`config.mk`:
```
export PLATFORM = sky130hd
export DESIGN_NAME = scanvec_sequencer
export DESIGN_NICKNAME = d
export VERILOG_FILES = /design/src/rtl/scanvec_pkg.sv /design/src/rtl/scanvec_store.sv /design/src/rtl/scanvec_ctrl.sv /design/src/rtl/scanvec_lane.sv /design/src/rtl/scanvec_verdict.sv /design/src/rtl/scanvec_sequencer.sv
export SDC_FILE = /design/constraint.sdc
export NUM_CORES = 1
export LEC_CHECK = 0
export BUFFER_PORTS_ARGS = -buffer_cell sky130_fd_sc_hd__buf_4
export CAP_MARGIN = 20
export CORE_MARGIN = 1.5
export CORE_UTILIZATION = 61
export CTS_CLUSTER_DIAMETER = 80
export CTS_CLUSTER_SIZE = 14
export DETAILED_ROUTE_END_ITERATION = 8
export PLACE_DENSITY = 0.8
export SYNTH_ARGS = -nofsm -noshare
export SYNTH_HDL_FRONTEND = slang
export SYNTH_HIERARCHICAL = 1
export SYNTH_SLANG_ARGS = --single-unit
```
`constraint.sdc`:
```
create_clock -name clk -period 6.8 [get_ports clk]
set_input_delay 0.68 -clock clk [delete_from_list [all_inputs] [get_ports clk]]
set_output_delay 0.68 -clock clk [all_outputs]
set_load 0.005 [all_outputs]
```
`src/rtl/scanvec_pkg.sv`:
```
package scanvec_pkg;

  typedef enum logic [1:0] {
    PH_IDLE  = 2'd0,
    PH_FETCH = 2'd1,
    PH_SHIFT = 2'd2,
    PH_CAPT  = 2'd3
  } phase_e;

  function automatic int idx_bits(input int n);
    return (n > 1) ? $clog2(n) : 1;
  endfunction

endpackage

```
`src/rtl/scanvec_store.sv`:
```
module scanvec_store #(
  parameter int W     = 31,
  parameter int DEPTH = 4,
  parameter int AW    = 2
) (
  input  logic          clk,
  input  logic          we,
  input  logic [AW-1:0] waddr,
  input  logic [W-1:0]  wdata,
  input  logic [AW-1:0] raddr,
  output logic [W-1:0]  rdata_q
);

  logic [W-1:0] mem [DEPTH];

  // single write port, registered read: maps onto block RAM
  always_ff @(posedge clk) begin
    if (we) mem[waddr] <= wdata;
    rdata_q <= mem[raddr];
  end

endmodule

```
`src/rtl/scanvec_ctrl.sv`:
```
module scanvec_ctrl
  import scanvec_pkg::*;
#(
  parameter int SHIFT_LEN = 4,
  parameter int NVEC      = 4,
  parameter int CW        = 2,
  parameter int IW        = 2
) (
  input  logic          clk,
  input  logic          rst,
  input  logic          start,
  output phase_e        phase_q,
  output phase_e        nxt_phase,
  output logic [CW-1:0] cnt_q,
  output logic          first_q,
  output logic [IW-1:0] cur_idx_q,
  output logic [IW-1:0] prev_idx_q,
  output logic [IW-1:0] ptr_q,
  output logic          enter_new,
  output logic          enter_tail,
  output logic          shift_more,
  output logic          accept,
  output logic          busy_q,
  output logic          done_q,
  output logic          tc_q
);

  localparam logic [CW-1:0] CNT_LAST = CW'(SHIFT_LEN - 1);
  localparam logic [IW-1:0] VEC_LAST = IW'(NVEC - 1);

  logic tail_q;
  logic last_shift;
  logic last_vec;

  assign last_shift = (cnt_q == CNT_LAST);
  assign last_vec   = (cur_idx_q == VEC_LAST);
  assign shift_more = (phase_q == PH_SHIFT) && !last_shift;
  assign accept     = (phase_q == PH_IDLE) && start;

  always_comb begin
    nxt_phase  = phase_q;
    enter_new  = 1'b0;
    enter_tail = 1'b0;
    unique case (phase_q)
      PH_IDLE:  if (start) nxt_phase = PH_FETCH;
      PH_FETCH: begin
        nxt_phase = PH_SHIFT;
        enter_new = 1'b1;
      end
      PH_SHIFT: if (last_shift) nxt_phase = tail_q ? PH_IDLE : PH_CAPT;
      PH_CAPT: begin
        nxt_phase = PH_SHIFT;
        if (last_vec) enter_tail = 1'b1;
        else          enter_new  = 1'b1;
      end
      default:  nxt_phase = PH_IDLE;
    endcase
  end

  always_ff @(posedge clk) begin
    if (rst) begin
      phase_q    <= PH_IDLE;
      cnt_q      <= '0;
      first_q    <= 1'b0;
      tail_q     <= 1'b0;
      cur_idx_q  <= '0;
      prev_idx_q <= '0;
      ptr_q      <= '0;
      busy_q     <= 1'b0;
      done_q     <= 1'b0;
      tc_q       <= 1'b1;
    end else begin
      phase_q <= nxt_phase;
      busy_q  <= (nxt_phase != PH_IDLE);
      tc_q    <= (nxt_phase != PH_SHIFT);
      cnt_q   <= shift_more ? cnt_q + 1'b1 : '0;

      if (phase_q == PH_FETCH) begin
        first_q   <= 1'b1;
        tail_q    <= 1'b0;
        cur_idx_q <= '0;
      end
      if (phase_q == PH_CAPT) begin
        first_q    <= 1'b0;
        prev_idx_q <= cur_idx_q;
        if (!last_vec) cur_idx_q <= cur_idx_q + 1'b1;
      end
      if (enter_tail) tail_q <= 1'b1;

      if (phase_q == PH_IDLE)                   ptr_q <= '0;
      else if (enter_new && ptr_q != VEC_LAST)  ptr_q <= ptr_q + 1'b1;

      if (accept)                                          done_q <= 1'b0;
      else if (phase_q == PH_SHIFT && last_shift && tail_q) done_q <= 1'b1;
    end
  end

endmodule

```
`src/rtl/scanvec_lane.sv`:
```
module scanvec_lane #(
  parameter int SHIFT_LEN = 4,
  parameter int CW        = 2
) (
  input  logic                 clk,
  input  logic                 rst,
  input  logic                 load,
  input  logic                 load_zero,
  input  logic                 advance,
  input  logic [SHIFT_LEN-1:0] bits,
  input  logic [CW-1:0]        cnt,
  input  logic                 cmp_en,
  input  logic [SHIFT_LEN-1:0] exp_bits,
  input  logic [SHIFT_LEN-1:0] care_bits,
  input  logic                 so_bit,
  output logic                 si_q,
  output logic                 miss
);

  logic [SHIFT_LEN-1:0] sh_q;

  always_ff @(posedge clk) begin
    if (rst) begin
      sh_q <= '0;
      si_q <= 1'b0;
    end else if (load) begin
      si_q <= bits[SHIFT_LEN-1];
      sh_q <= bits << 1;
    end else if (load_zero) begin
      si_q <= 1'b0;
      sh_q <= '0;
    end else if (advance) begin
      si_q <= sh_q[SHIFT_LEN-1];
      sh_q <= sh_q << 1;
    end else begin
      si_q <= 1'b0;
    end
  end

  assign miss = cmp_en && care_bits[cnt] && (so_bit != exp_bits[cnt]);

endmodule

```
`src/rtl/scanvec_verdict.sv`:
```
module scanvec_verdict #(
  parameter int IW = 2
) (
  input  logic          clk,
  input  logic          rst,
  input  logic          clear,
  input  logic          shift_miss,
  input  logic          po_miss,
  input  logic [IW-1:0] prev_idx,
  input  logic [IW-1:0] cur_idx,
  output logic          fail_q,
  output logic [IW-1:0] fail_idx_q
);

  always_ff @(posedge clk) begin
    if (rst || clear) begin
      fail_q     <= 1'b0;
      fail_idx_q <= '0;
    end else if (!fail_q) begin
      if (shift_miss) begin
        fail_q     <= 1'b1;
        fail_idx_q <= prev_idx;
      end else if (po_miss) begin
        fail_q     <= 1'b1;
        fail_idx_q <= cur_idx;
      end
    end
  end

endmodule

```
`src/rtl/scanvec_sequencer.sv`:
```
module scanvec_sequencer
  import scanvec_pkg::*;
#(
  parameter int NCHAIN    = 2,
  parameter int SHIFT_LEN = 4,
  parameter int NPI       = 3,
  parameter int NPO       = 2,
  parameter int NVEC      = 4,
  localparam int IW       = idx_bits(NVEC),
  localparam int LW       = NCHAIN * SHIFT_LEN,
  localparam int W        = NPI + 3 * LW + 2 * NPO
) (
  input  logic              clk,
  input  logic              rst,
  input  logic              start,
  input  logic              wr_en,
  input  logic [IW-1:0]     wr_addr,
  input  logic [W-1:0]      wr_data,
  output logic              busy,
  output logic              done,
  output logic              fail,
  output logic [IW-1:0]     fail_vec,
  output logic              test_ctrl,
  output logic [NCHAIN-1:0] scan_in,
  input  logic [NCHAIN-1:0] scan_out,
  output logic [NPI-1:0]    pi_out,
  input  logic [NPO-1:0]    po_in
);

  localparam int CW      = idx_bits(SHIFT_LEN);
  localparam int LOAD_LO = 0;
  localparam int EXP_LO  = LW;
  localparam int CARE_LO = 2 * LW;
  localparam int PI_LO   = 3 * LW;
  localparam int EPO_LO  = PI_LO + NPI;
  localparam int MPO_LO  = EPO_LO + NPO;

  phase_e          phase_q, nxt_phase;
  logic [CW-1:0]   cnt_q;
  logic            first_q;
  logic [IW-1:0]   cur_idx_q, prev_idx_q, ptr_q;
  logic            enter_new, enter_tail, shift_more, accept;
  logic            busy_q, done_q, tc_q;
  logic [W-1:0]    rdata_q, cur_q;
  logic [LW-1:0]   prev_exp_q, prev_care_q;
  logic [NPI-1:0]  pi_q;
  logic [NCHAIN-1:0] si_vec, miss_vec;
  logic            we, cmp_en, shift_miss, po_miss;

  assign we = wr_en && (phase_q == PH_IDLE) && !start;

  scanvec_ctrl #(
    .SHIFT_LEN(SHIFT_LEN), .NVEC(NVEC), .CW(CW), .IW(IW)
  ) u_ctrl (
    .clk(clk), .rst(rst), .start(start),
    .phase_q(phase_q), .nxt_phase(nxt_phase), .cnt_q(cnt_q),
    .first_q(first_q), .cur_idx_q(cur_idx_q), .prev_idx_q(prev_idx_q),
    .ptr_q(ptr_q), .enter_new(enter_new), .enter_tail(enter_tail),
    .shift_more(shift_more), .accept(accept),
    .busy_q(busy_q), .done_q(done_q), .tc_q(tc_q)
  );

  scanvec_store #(.W(W), .DEPTH(NVEC), .AW(IW)) u_store (
    .clk(clk), .we(we), .waddr(wr_addr), .wdata(wr_data),
    .raddr(ptr_q), .rdata_q(rdata_q)
  );

  // vector under load/capture, and expectations of the one being unloaded
  always_ff @(posedge clk) begin
    if (rst) begin
      cur_q       <= '0;
      prev_exp_q  <= '0;
      prev_care_q <= '0;
      pi_q        <= '0;
    end else begin
      if (enter_new) cur_q <= rdata_q;
      if (phase_q == PH_CAPT) begin
        prev_exp_q  <= cur_q[EXP_LO +: LW];
        prev_care_q <= cur_q[CARE_LO +: LW];
      end
      pi_q <= (nxt_phase == PH_CAPT) ? cur_q[PI_LO +: NPI] : '0;
    end
  end

  assign cmp_en = (phase_q == PH_SHIFT) && !first_q;

  for (genvar c = 0; c < NCHAIN; c++) begin : g_lane
    scanvec_lane #(.SHIFT_LEN(SHIFT_LEN), .CW(CW)) u_lane (
      .clk(clk), .rst(rst),
      .load(enter_new), .load_zero(enter_tail), .advance(shift_more),
      .bits(rdata_q[LOAD_LO + c*SHIFT_LEN +: SHIFT_LEN]),
      .cnt(cnt_q), .cmp_en(cmp_en),
      .exp_bits(prev_exp_q[c*SHIFT_LEN +: SHIFT_LEN]),
      .care_bits(prev_care_q[c*SHIFT_LEN +: SHIFT_LEN]),
      .so_bit(scan_out[c]),
      .si_q(si_vec[c]), .miss(miss_vec[c])
    );
  end

  assign shift_miss = |miss_vec;
  assign po_miss    = (phase_q == PH_CAPT) &&
                      |((po_in ^ cur_q[EPO_LO +: NPO]) & cur_q[MPO_LO +: NPO]);

  scanvec_verdict #(.IW(IW)) u_verdict (
    .clk(clk), .rst(rst), .clear(accept),
    .shift_miss(shift_miss), .po_miss(po_miss),
    .prev_idx(prev_idx_q), .cur_idx(cur_idx_q),
    .fail_q(fail), .fail_idx_q(fail_vec)
  );

  assign busy      = busy_q;
  assign done      = done_q;
  assign test_ctrl = tc_q;
  assign scan_in   = si_vec;
  assign pi_out    = pi_q;

endmodule

```
======== Word-level counts from Yosys, hierarchy flattened ========
Memories as Yosys holds them, arrays and structs flattened. A register that Yosys moved wholly into a read port is not among the register bits.
Index checks and enable logic that the tools add are counted.
storage, ports and cells
  bits in registers ....................... 76
  memory bits (writable) .................. 124
  input port bits ......................... 41
  output and inout bits ................... 11
  word-level logic and storage cells ...... 111
  memories ................................ 1
operators by class
  add/sub/neg operators ................... 3
  order comparisons ....................... 1
  eq/ne operators ......................... 10
  mux-type cells .......................... 40
  bitwise operators ....................... 5
  reductions and logical operators ........ 31
memory list
  name         words  bits a word  rd ports  clocked after memory_dff  wr ports  RTL line             RTL
  u_store.mem  4      31           1         1                         1         scanvec_store.sv:14  logic [W-1:0] mem [DEPTH];
operator list
  kind                   number
  $mux W4                6
  $mux W1                20
  $mux W2                8
  $reduce_or A2 Y1       8
  $logic_and A1 B1 Y1    13
  $eq A2 B2 Y1 const B   5
  $bmux W1 S2            4
  $add A2 B1 Y2 const B  3
  $pmux W2 S3            1
  $reduce_bool A2 Y1     3
  $ne A2 B2 Y1 const B   2
  $logic_not A1 Y1       3
  $lt A2 B3 Y1 const B   1
  $not A1 Y1             3
  $reduce_bool A3 Y1     1
  $and A2 B2 Y2          1
  $eq A2 B1 Y1 const B   1
  $logic_not A2 Y1       1
  $ne A1 B1 Y1           2
  $pmux W1 S2            1
  $reduce_and A2 Y1      1
  $xor A2 B2 Y2          1
  $logic_or A1 B1 Y1     1

======== Logic depth before layout (Yosys ltp) ========
Gate-level depths: netlist (run 1).
  word-level depth ........................ 7
  gate-level depth with buffers ........... 8
  gate-level depth less buffers ........... 7

======== Cells and area by module ========
Netlist (run 1), hierarchy kept.
modules (own cells, without submodules)
  module             times used  cells each  area an instance (um2)  seq. area each (um2)
  scanvec_store      1           196         5,126.2                 4,344.2
  scanvec_sequencer  1           163         1,736.7                 840.8
  scanvec_ctrl       1           70          644.4                   300.3
  scanvec_lane       2           22          230.2                   80.1
  scanvec_verdict    1           12          141.4                   60.1

======== Worst setup path before layout (run 1) ========
Ideal clock, no wire load.
  kind .................................... flip-flop to flip-flop
  start point ............................. register u_ctrl.phase_q[1]
  end point ............................... memory u_store.mem[0][0] (enable)
  setup time .............................. 0.465 ns
  arrival time ............................ 3.326 ns
  data required time ...................... 6.335 ns
  slack ................................... 3.009 ns
  cell stages (with the launch flop) ...... 5
  path buffers ............................ 2
  clock period less this slack ............ 3.791 ns
  path through ............................ dfxtp_1 > buf_6 > buf_4 > nor4b_2 > nor3b_1
on the way
  cells in the longest elaborated chain, start to end .. 5
ends and longest elaborated chain
  item                              RTL line                 RTL
  start, declared                   scanvec_ctrl.sv:12       output phase_e phase_q,
  start signal, assigned            scanvec_ctrl.sv:73       phase_q <= nxt_phase;
  $logic_not A2 Y1                  scanvec_sequencer.sv:50  assign we = wr_en && (phase_q == PH_IDLE) && !start;
  $logic_and A1 B1 Y1 (2 in a row)  scanvec_sequencer.sv:50
  named net we                      scanvec_sequencer.sv:48  logic we, cmp_en, shift_miss, po_miss;
  $mux W1                           scanvec_store.sv:18      if (we) mem[waddr] <= wdata;
  $mux W1 (implied by the code)     scanvec_store.sv:18
  end, declared                     scanvec_store.sv:14
The timed path passes the listed nets, and every way through them passes these cells.

======== Final worst setup path (run 1) ========
  start point ............................. register u_ctrl.phase_q[0]
  end point ............................... register cur_q[15]
on the way
  cells in the longest elaborated chain, start to end .. 2
ends and longest elaborated chain
  item                                                 RTL line                 RTL
  $eq A2 B2 Y1 / $eq A2 B1 Y1 (equally long branches)  scanvec_ctrl.sv:44       unique case (phase_q)
  $pmux W1 S2 (*)                                      scanvec_ctrl.sv:44
  named net enter_new                                  scanvec_sequencer.sv:42  logic enter_new, enter_tail, shift_more, accept;
  end signal, assigned                                 scanvec_sequencer.sv:76  if (enter_new) cur_q <= rdata_q;
  end, declared                                        scanvec_sequencer.sv:44  logic [W-1:0] rdata_q, cur_q;
Mark *: on every way through the listed nets, which the timed path passes. The rest lies on a longest branch.
A chain may end at the register's enable or synchronous reset.

==> flow_metrics.py, run 1 <==
metrics = {
    "logic_synthesis": {
        "synth_area_um2": 8110,
        "syn_inst": 485,
        "synthAdderAreaFrac_pct": 0.463,
        "syn_nets": 529,
        "synthMuxAreaShare_pct": 13.4,
        "synth_compound_area_share_pct": 5.93,
        "synth-simple-area-share_pct": 6.68,
        "synth.avg_cell_area_um2": 16.7,
        "seq_area_frac_synth_pct": 70.4,
        "synth_top_family_by_area": "multiplexers",
        "ys_ff_latch": 223,
        "async_flop_share_pct": 0,
        "synth-edff-count": 124,
        "synth_xor_area_share_pct": 0.432,
        "synth_warnings": 6,
        "synth_cell_types": 50,
        "ys.flop_type": "edfxtp_1",
    },
    "worst_setup_path": {
        "cp_common_cell": "buf_4",
        "cp.arrival_ns": 2.79,
        "path_cells": "buf_4, a21bo_4, inv_1, buf_4, mux2i_1, nor2_1",
        "cpPeakStageDelay_ns": 0.48,
        "critPathSlowestCell": "buf_4",
        "start_kind": "flip-flop",
        "crit_fanout": 50,
        "crit_type": "reg -> reg",
        "cp_num_buf_inv": 3,
        "cp_top_family": "buffers and inverters",
        "cp-end-kind": "flip-flop",
        "critPathRequiredTime_ns": 7.13,
        "r2r-start": "u_ctrl/phase_q[0]",
        "r2r_slack_ns": 4.34,
        "crit_start": "u_ctrl/phase_q[0]",
    },
    "grt": {
        "grt_pass1_wl_um": 22200,
        "antenna_found_initial": 0,
        "grt_start_max_net_pins": 66,
        "overflow": 0,
        "grt_pass1_vias": 4225,
        "grt.total_usage_pct": 20.3,
    },
    "placed_design": {
        "dp.final_hpwl_um": 7810,
        "gp_congestion": 0.694,
        "place_area_um2": 8570,
        "post-place-ws_ns": 4.37,
        "port_buffers": 51,
    },
    "worst_hold_path": {
        "hold_start": "wr_data[14]",
        "hp-class": "in -> reg",
    },
    "layout": {
        "syn_to_final_growth_pct": 12.1,
        "diodes": 0,
        "final_common_cell": "edfxtp_1",
        "layout_common_cells": "124 x edfxtp_1, 98 x dfxtp_1, 60 x buf_4, 35 x nor2_1, 32 x mux4_2",
        "layout.nets": 585,
        "drive_gt1_share_pct": 24.6,
        "fin_area_um2": 9090,
    },
    "sta": {
        "finalSetupViolations": 0,
        "fmax_ghz": 0.407,
        "whs_ns": 0.408,
        "hold_viol_final": 0,
        "setup_ws_ns": 4.34,
        "clock_skew_ns": 0.00893,
        "tns_ns": 0,
        "final_max_slew_viol_count": 0,
        "max-slew-margin-rel_pct": 52.8,
        "worst_pin_slew_ns": 0.709,
        "fin_crit_sh_pct": 36.2,
        "finalCriticalPeriod_ns": 2.46,
        "rsz0062_at_grt": "false",
    },
    "drt": {
        "ant_nets": 0,
        "num_vias": 4225,
        "drt_wl_total_um": 13700,
        "drc": 0,
        "vias_per_cell": 5.84,
        "dr.pass1.iters": 5,
        "drt-initial-drc-count": 310,
        "wl_per_cell_um": 18.9,
    },
    "clock_tree": {
        "cts_resized": 0,
        "tritoncts": "done",
        "clkTransAtPathRegs_ns": 0.07,
        "cts.sink_count": 223,
        "cts_buffers": 19,
        "hold_buffers": 0,
        "htreeDepth": 1,
        "postCtsSetupBuffers": 0,
        "clkLatencyLatePin_ns": 0.47,
        "clockBufferDepth": 3,
        "root_buffer": "clkbuf_16",
    },
    "floorplanning": {
        "start_util_pct": 63.5,
        "die_x_um": 118,
        "coreArea_um2": 12800,
        "dieArea_um2": 14000,
        "fp.dieH_um": 118,
        "ios": 52,
        "num_rows": 41,
    },
    "status": {
        "outcome": "complete, no violations",
    },
    "pwr": {
        "peakVddDrop_v": 0.000250,
        "power_density_nw_per_um2": 277,
        "power.leakage_uw": 0.00312,
    },
    "job": {
        "cap_viol_max_count": 0,
    },
}
[cell families (layout without fill, tap and decap cells)]
group	Yosys count	count (layout)
simple gates	102	102
xor+xnor	4	4
fa+ha+maj	3	3
mux	64	64
compound gates	62	62
flops	223	223
buf+inv	27	94
[flip-flops by register name (all words and copies together), names as in the netlist, 3 cells and up]
name	count
prev_exp_q	8
cur_q	23
g_lane.u_lane/sh_q	6
u_store/rdata_q	31
prev_care_q	8
u_store/mem	124
pi_out	3
[final timing paths]
check,cells after the start,to
hold / removal,1,u_store/mem[0][14]
hold reg to reg,2,g_lane[1].u_lane/sh_q[2]
setup reg to reg,6,cur_q[15]
setup / recovery,6,cur_q[15]
[final cells by class]
type                       count  area, um2
sequential                   223       5710
fill                         801       3680
multi-input combinational    235       2190
clock buffer                  31        520
timing repair buffer          60        450
tap                          172        215
inverter                       2       7.51
clock inverter                 1       3.75
[per-layer routing]
layer / routed length [um] / up-vias / part of all wire [%] / global-route usage (%)
li1: - / 1959 / - / -
met1: 6110 / 2133 / 45 / 28.3
met2: 6660 / 115 / 49 / 33.8
met3: 787 / 18 / 5.7 / 3.47
met4: 159 / 0 / 1.2 / 4.34
met5: 0 / - / 0 / 0
[where the power goes]
part	switching [uW]	total, uW	internal, uW
registers	11.1	1460	1450
logic	63.2	110	46.8
clock network	427	948	521
[synthesized netlist by cell type, types with 5 or more instances]
cell type	number	area share, %
buf_6	10	1.4
mux4_2	32	8.9
a21oi_2	10	1.1
dfxtp_1	99	24
a21bo_1	10	1.2
nor2_1	35	1.6
or3_1	5	0.39
a21oi_1	22	1.4
nand3_1	21	1.3
edfxtp_1	124	46
nand2_1	9	0.42
mux2i_1	29	3.6
a21bo_2	6	0.74
buf_2	8	0.49
[through the flow]
stage                     power (uW)  util, %  instances
after detailed placement        1600     67.1        692
after global routing            2610     71.2        724
after CTS                       2540     71.2        724
after global placement          1600     67.1        692
after floorplan                 1560        -        485
final                           2520     71.2        724
(Power assumes the default switching activity.)
==> run 2, diff against run 1 <==
--- a/config.mk
+++ b/config.mk
@@ -8,11 +8,11 @@
 export BUFFER_PORTS_ARGS = -buffer_cell sky130_fd_sc_hd__buf_4
 export CAP_MARGIN = 20
 export CORE_MARGIN = 1.5
-export CORE_UTILIZATION = 61
+export CORE_UTILIZATION = 54
 export CTS_CLUSTER_DIAMETER = 80
 export CTS_CLUSTER_SIZE = 14
 export DETAILED_ROUTE_END_ITERATION = 8
-export PLACE_DENSITY = 0.8
+export PLACE_DENSITY = 0.75
 export SYNTH_ARGS = -nofsm -noshare
 export SYNTH_HDL_FRONTEND = slang
 export SYNTH_HIERARCHICAL = 1
==> constraint.sdc (replaced) <==
create_clock -name clk -period 2.15 [get_ports clk]
set_input_delay 0.215 -clock clk [delete_from_list [all_inputs] [get_ports clk]]
set_output_delay 0.215 -clock clk [all_outputs]
set_load 0.005 [all_outputs]
==> flow_metrics.py, run 2 (synthesis gave the netlist of run 1 again) <==
metrics = {
    "sta": {
        "max-slew-margin-rel_pct": 67.8,
        "finalCriticalPeriod_ns": 2.12,
        "final_max_slew_viol_count": 0,
        "finalSetupViolations": 0,
        "fin_crit_sh_pct": 98.7,
        "fmax_ghz": 0.471,
        "tns_ns": 0,
        "clock_skew_ns": 0.0207,
        "worst_pin_slew_ns": 0.483,
        "hold_viol_final": 0,
        "rsz0062_at_grt": "true",
        "whs_ns": 0.0901,
    },
    "drt": {
        "wl_per_cell_um": 18.2,
        "drt-initial-drc-count": 316,
        "drc": 0,
        "num_vias": 4324,
        "vias_per_cell": 5.54,
        "ant_nets": 0,
        "dr.pass1.iters": 4,
        "drt_wl_total_um": 14200,
    },
    "clock_tree": {
        "clockBufferDepth": 3,
        "root_buffer": "clkbuf_16",
        "htreeDepth": 1,
        "clkLatencyLatePin_ns": 0.49,
        "clkTransAtPathRegs_ns": 0.07,
        "cts_buffers": 19,
        "cts.sink_count": 223,
        "postCtsSetupBuffers": 0,
        "tritoncts": "done",
    },
    "pwr": {
        "power_density_nw_per_um2": 844,
        "power.leakage_uw": 0.00334,
        "peakVddDrop_v": 0.000534,
    },
    "grt": {
        "grt_pass1_wl_um": 23300,
        "overflow": 0,
        "grt_pass1_vias": 4568,
        "antenna_found_initial": 0,
        "grt_start_max_net_pins": 35,
        "grt.total_usage_pct": 18.6,
    },
    "floorplanning": {
        "coreArea_um2": 14600,
        "die_x_um": 126,
        "fp.dieH_um": 126,
        "ios": 52,
        "dieArea_um2": 15800,
        "num_rows": 44,
        "start_util_pct": 55.6,
    },
    "placed_design": {
        "gp_congestion": 0.764,
        "dp.final_hpwl_um": 8510,
        "place_area_um2": 8760,
        "placed_cells": 715,
        "port_buffers": 51,
    },
    "worst_hold_path": {
        "hold_depth": 3,
        "whs_endpoint": "u_ctrl/busy_q",
        "hold_start": "start",
        "hp-class": "in -> reg",
    },
    "worst_setup_path": {
        "crit_type": "reg -> reg",
        "r2r_slack_ns": 0.03,
        "r2r-start": "u_ctrl/cnt_q[0]",
        "path_cells": "mux4_2, xor2_1, and3_1, or2_4, o21ba_4, a2111oi_1",
        "critPathRequiredTime_ns": 2.51,
        "start_kind": "flip-flop",
        "cp-end-kind": "flip-flop",
        "ff2ff_path_depth": 6,
        "critPathSlowestCell": "mux4_2",
        "r2r_end": "u_verdict/fail_idx_q[0]",
        "cpPeakStageDelay_ns": 0.51,
        "crit_fanout": 5,
        "cp.arrival_ns": 2.48,
    },
    "layout": {
        "drive_gt1_share_pct": 25.5,
        "syn_to_final_growth_pct": 18.5,
        "fin_util_pct": 65.9,
        "layout_common_cells": "124 x edfxtp_1, 95 x dfxtp_1, 65 x buf_4, 35 x nor2_1, 32 x mux4_2",
        "diodes": 0,
        "largest_reg_flops": 124,
        "reg_top3": "u_store/mem: 124 flops, u_store/rdata_q: 31 flops, cur_q: 23 flops",
        "fin_area_um2": 9610,
        "layout.nets": 627,
        "stdcell_count": 780,
        "max_flop_register": "u_store/mem",
        "final_common_cell": "edfxtp_1",
    },
    "job": {
        "cap_viol_max_count": 0,
    },
    "status": {
        "outcome": "complete, no violations",
    },
}
[run 2: worst max-delay path, delay by kind of cell (launching register included)]
family / cells / cell delay [ns]
AOI/OAI and AO/OA: 2 / 0.53
muxes: 1 / 0.51
and+or+nand+nor: 2 / 0.43
DFF: 1 / 0.38
xor gates and xnor gates: 1 / 0.15
[run 2: metal layers]
| layer | routed length, um | vias up | GRT usage [%] |
|---|---|---|---|
| li1 | - | 2044 | - |
| met1 | 6340 | 2174 | 25.2 |
| met2 | 7020 | 84 | 31.2 |
| met3 | 550 | 22 | 3.00 |
| met4 | 262 | 0 | 5.55 |
| met5 | 0 | - | 0 |
[run 2: area by class of cell]
| cell class | count | area [um2] |
|---|---|---|
| Inverter | 2 | 7.51 |
| Clock buffer | 32 | 524 |
| Timing Repair Buffer | 102 | 918 |
| Sequential cell | 223 | 5710 |
| Multi-Input combinational cell | 235 | 2210 |
| Clock inverter | 2 | 12.5 |
| Tap cell | 184 | 230 |
| Fill cell | 944 | 4980 |
[run 2: repair_timing]
item / 4_1_cts / 5_1_grt
gates resized for setup: 2 / 0
hold buffers: 31 / 0
endpoints found under the setup margin: 2 / 2
endpoints found under the hold margin: 124 / 0
[run 2: how the worst max path moves through the flow]
stage	start	end	cells after the start
3_5_place_dp	u_ctrl/cnt_q[0]	u_verdict/fail_idx_q[0]	6
5_1_grt	u_ctrl/cnt_q[0]	u_verdict/fail_idx_q[0]	6
3_3_place_gp	u_ctrl/cnt_q[0]	u_verdict/fail_idx_q[0]	6
4_1_cts	u_ctrl/cnt_q[0]	u_verdict/fail_idx_q[0]	6
6_report	u_ctrl/cnt_q[0]	u_verdict/fail_idx_q[0]	6
2_1_floorplan	u_ctrl/phase_q[0]	u_store/mem[0][0]	4
[run 2: stage by stage]
stage / power (uW) / worst slack (ns)
detailed placement: 5100 / -0.0424
global placement: 5080 / -0.00926
CTS: 8170 / 0.0192
finish: 8110 / 0.0275
floorplan: 4950 / -0.0268
global route: 8390 / -0.0345
[run 2: where the power goes]
group	leakage [uW]	internal [uW]	total, uW	switching (uW)
Sequential	0.00194	4590	4640	46.3
Combinational	0.00114	209	415	206
Clock	0.000259	1660	3060	1390
Total	0.00334	6470	8110	1640
==> run 3, diff against run 2 <==
--- a/config.mk
+++ b/config.mk
@@ -8,11 +8,12 @@
 export BUFFER_PORTS_ARGS = -buffer_cell sky130_fd_sc_hd__buf_4
 export CAP_MARGIN = 20
 export CORE_MARGIN = 1.5
-export CORE_UTILIZATION = 54
+export CORE_UTILIZATION = 50
 export CTS_CLUSTER_DIAMETER = 80
 export CTS_CLUSTER_SIZE = 14
 export DETAILED_ROUTE_END_ITERATION = 8
-export PLACE_DENSITY = 0.75
+export PLACE_DENSITY = 0.7
+export SLEW_MARGIN = 0
 export SYNTH_ARGS = -nofsm -noshare
 export SYNTH_HDL_FRONTEND = slang
 export SYNTH_HIERARCHICAL = 1
==> flow_metrics.py, run 3 (synthesis gave the netlist of run 1 again) <==
metrics = {
    "placed_design": {
        "place_area_um2": 8770,
        "dp.final_hpwl_um": 8370,
        "port_buffers": 51,
        "placed_cells": 743,
        "gp_congestion": 0.726,
    },
    "pwr": {
        "peakVddDrop_v": 0.000565,
        "sw_frac_of_total_pct": 20.1,
        "power.switching_uw": 1630,
        "p_seq_share_pct": 57.5,
        "power_density_nw_per_um2": 839,
        "p_int_uw": 6450,
        "combPwrFrac_pct": 4.9,
        "p_clk_share_pct": 37.5,
        "power.leakage_uw": 0.00331,
    },
    "status": {
        "violations": "negative setup slack",
        "outcome": "finished with violations",
    },
    "worst_setup_path": {
        "start_kind": "flip-flop",
        "cp.arrival_ns": 2.54,
        "cp-end-kind": "flip-flop",
        "crit_type": "reg -> reg",
        "crit_fanout": 6,
        "critPathRequiredTime_ns": 2.52,
    },
    "layout": {
        "largest_reg_flops": 124,
        "max_flop_register": "u_store/mem",
        "final_common_cell": "edfxtp_1",
        "stdcell_count": 807,
        "layout.nets": 623,
        "reg_top3": "u_store/mem: 124 flops, u_store/rdata_q: 31 flops, cur_q: 23 flops",
        "diodes": 0,
        "fin_area_um2": 9630,
        "fin_util_pct": 60.6,
        "layout_common_cells": "124 x edfxtp_1, 95 x dfxtp_1, 61 x buf_4, 35 x nor2_1, 32 x mux4_2",
        "syn_to_final_growth_pct": 18.8,
        "drive_gt1_share_pct": 25.0,
    },
    "worst_hold_path": {
        "hp-class": "in -> reg",
    },
    "clock_tree": {
        "root_buffer": "clkbuf_16",
        "clockBufferDepth": 3,
        "cts.sink_count": 223,
        "htreeDepth": 1,
        "clkTransAtPathRegs_ns": 0.07,
        "postCtsSetupBuffers": 0,
        "clkLatencyLatePin_ns": 0.48,
        "tritoncts": "done",
        "cts_buffers": 19,
    },
    "sta": {
        "final_max_slew_viol_count": 0,
        "rsz0062_at_grt": "true",
        "max-slew-margin-rel_pct": 50.0,
        "hold_viol_final": 0,
        "finalSetupViolations": 1,
        "tns_ns": -0.0148,
        "setup_ws_ns": -0.0148,
        "finalCriticalPeriod_ns": 2.16,
        "clock_skew_ns": 0.0109,
        "worst_pin_slew_ns": 0.750,
        "fin_crit_sh_pct": 101,
        "fmax_ghz": 0.462,
    },
    "drt": {
        "num_vias": 4290,
        "ant_nets": 0,
        "drc": 0,
        "drt_wl_total_um": 14200,
        "dr.pass1.iters": 4,
        "drt-initial-drc-count": 285,
        "wl_per_cell_um": 17.6,
        "vias_per_cell": 5.32,
    },
    "floorplanning": {
        "fp.dieH_um": 130,
        "dieArea_um2": 17000,
        "start_util_pct": 51.0,
        "num_rows": 46,
        "die_x_um": 130,
        "coreArea_um2": 15900,
        "ios": 52,
    },
    "grt": {
        "overflow": 0,
        "grt_pass1_wl_um": 23100,
        "grt.total_usage_pct": 17.6,
        "grt_start_max_net_pins": 32,
        "antenna_found_initial": 0,
        "grt_pass1_vias": 4501,
    },
    "job": {
        "cap_viol_max_count": 0,
    },
}
-- run 3: changes by cell type in the layout (fill, tap and decap cells not counted), sizes merged --
| cell | before | now |
|---|---|---|
| buf | 71 | 67 |
| inv | 4 | 3 |
-- run 3: final cells by class --
type                       count  area, um2
clock buffer                  32        524
clock inverter                 1       3.75
fill                        1191       6250
inverter                       2       7.51
multi-input combinational    235       2220
sequential                   223       5710
tap                          216        270
timing repair buffer          98        888
-- run 3: timing repair --
action / 4_1_cts / 5_1_grt
hold endpoints to repair: 124 / 0
pin swaps: 0 / 2
setup endpoints to repair: 2 / 2
hold buffers: 31 / 0
gates resized for setup: 3 / 1
-- run 3: power by group through the flow --
stage / logic (uW) / registers, uW / clock network [uW]
final: 399 / 4650 / 3030
after floorplan: 232 / 4720 / 0
after CTS: 403 / 4650 / 3110
after global placement: 341 / 4740 / 0
after detailed placement: 354 / 4740 / 0
after global routing: 438 / 4650 / 3290
-- run 3: per-layer routing --
layer | track usage (%) | part of all wire [%] | vias to the layer above
met2 | 30.2 | 50 | 67
met5 | 0 | 0 | -
met3 | 2.83 | 3.2 | 16
met4 | 4.27 | 1.2 | 0
li1 | - | - | 2032
met1 | 23.6 | 46 | 2175
-- run 3: path summary, 6_finish.rpt --
kind | startpoint | endpoint | slack [ns] | cells past startpoint
worst min register to register | u_store/rdata_q[1] | g_lane[0].u_lane/sh_q[2] | 0.44 | 2
worst min-delay path | start | u_ctrl/busy_q | 0.11 | 3
worst max register to register | u_ctrl/cnt_q[0] | u_verdict/fail_idx_q[0] | -0.01 | 6
worst max-delay path | u_ctrl/cnt_q[0] | u_verdict/fail_idx_q[0] | -0.01 | 6
-- run 3: per-stage QoR --
stage | power, uW | hold WS, ns | setup slack [ns]
final | 8080 | 0.108 | -0.0148
after global routing | 8380 | 0.114 | -0.0833
after CTS | 8160 | 0.0933 | 0.0253
after detailed placement | 5100 | 0.420 | -0.115
after global placement | 5080 | 0.414 | -0.0252
after floorplan | 4950 | 0.279 | -0.0268
-- run 3: critical path, cell delays in order, from the launching register on --
cell and delay [ns]:
dfxtp_4 0.40, mux4_2 0.52, xor2_1 0.15, and3_1 0.16, or2_4 0.28, o21ba_4 0.23, a2111oi_4 0.34
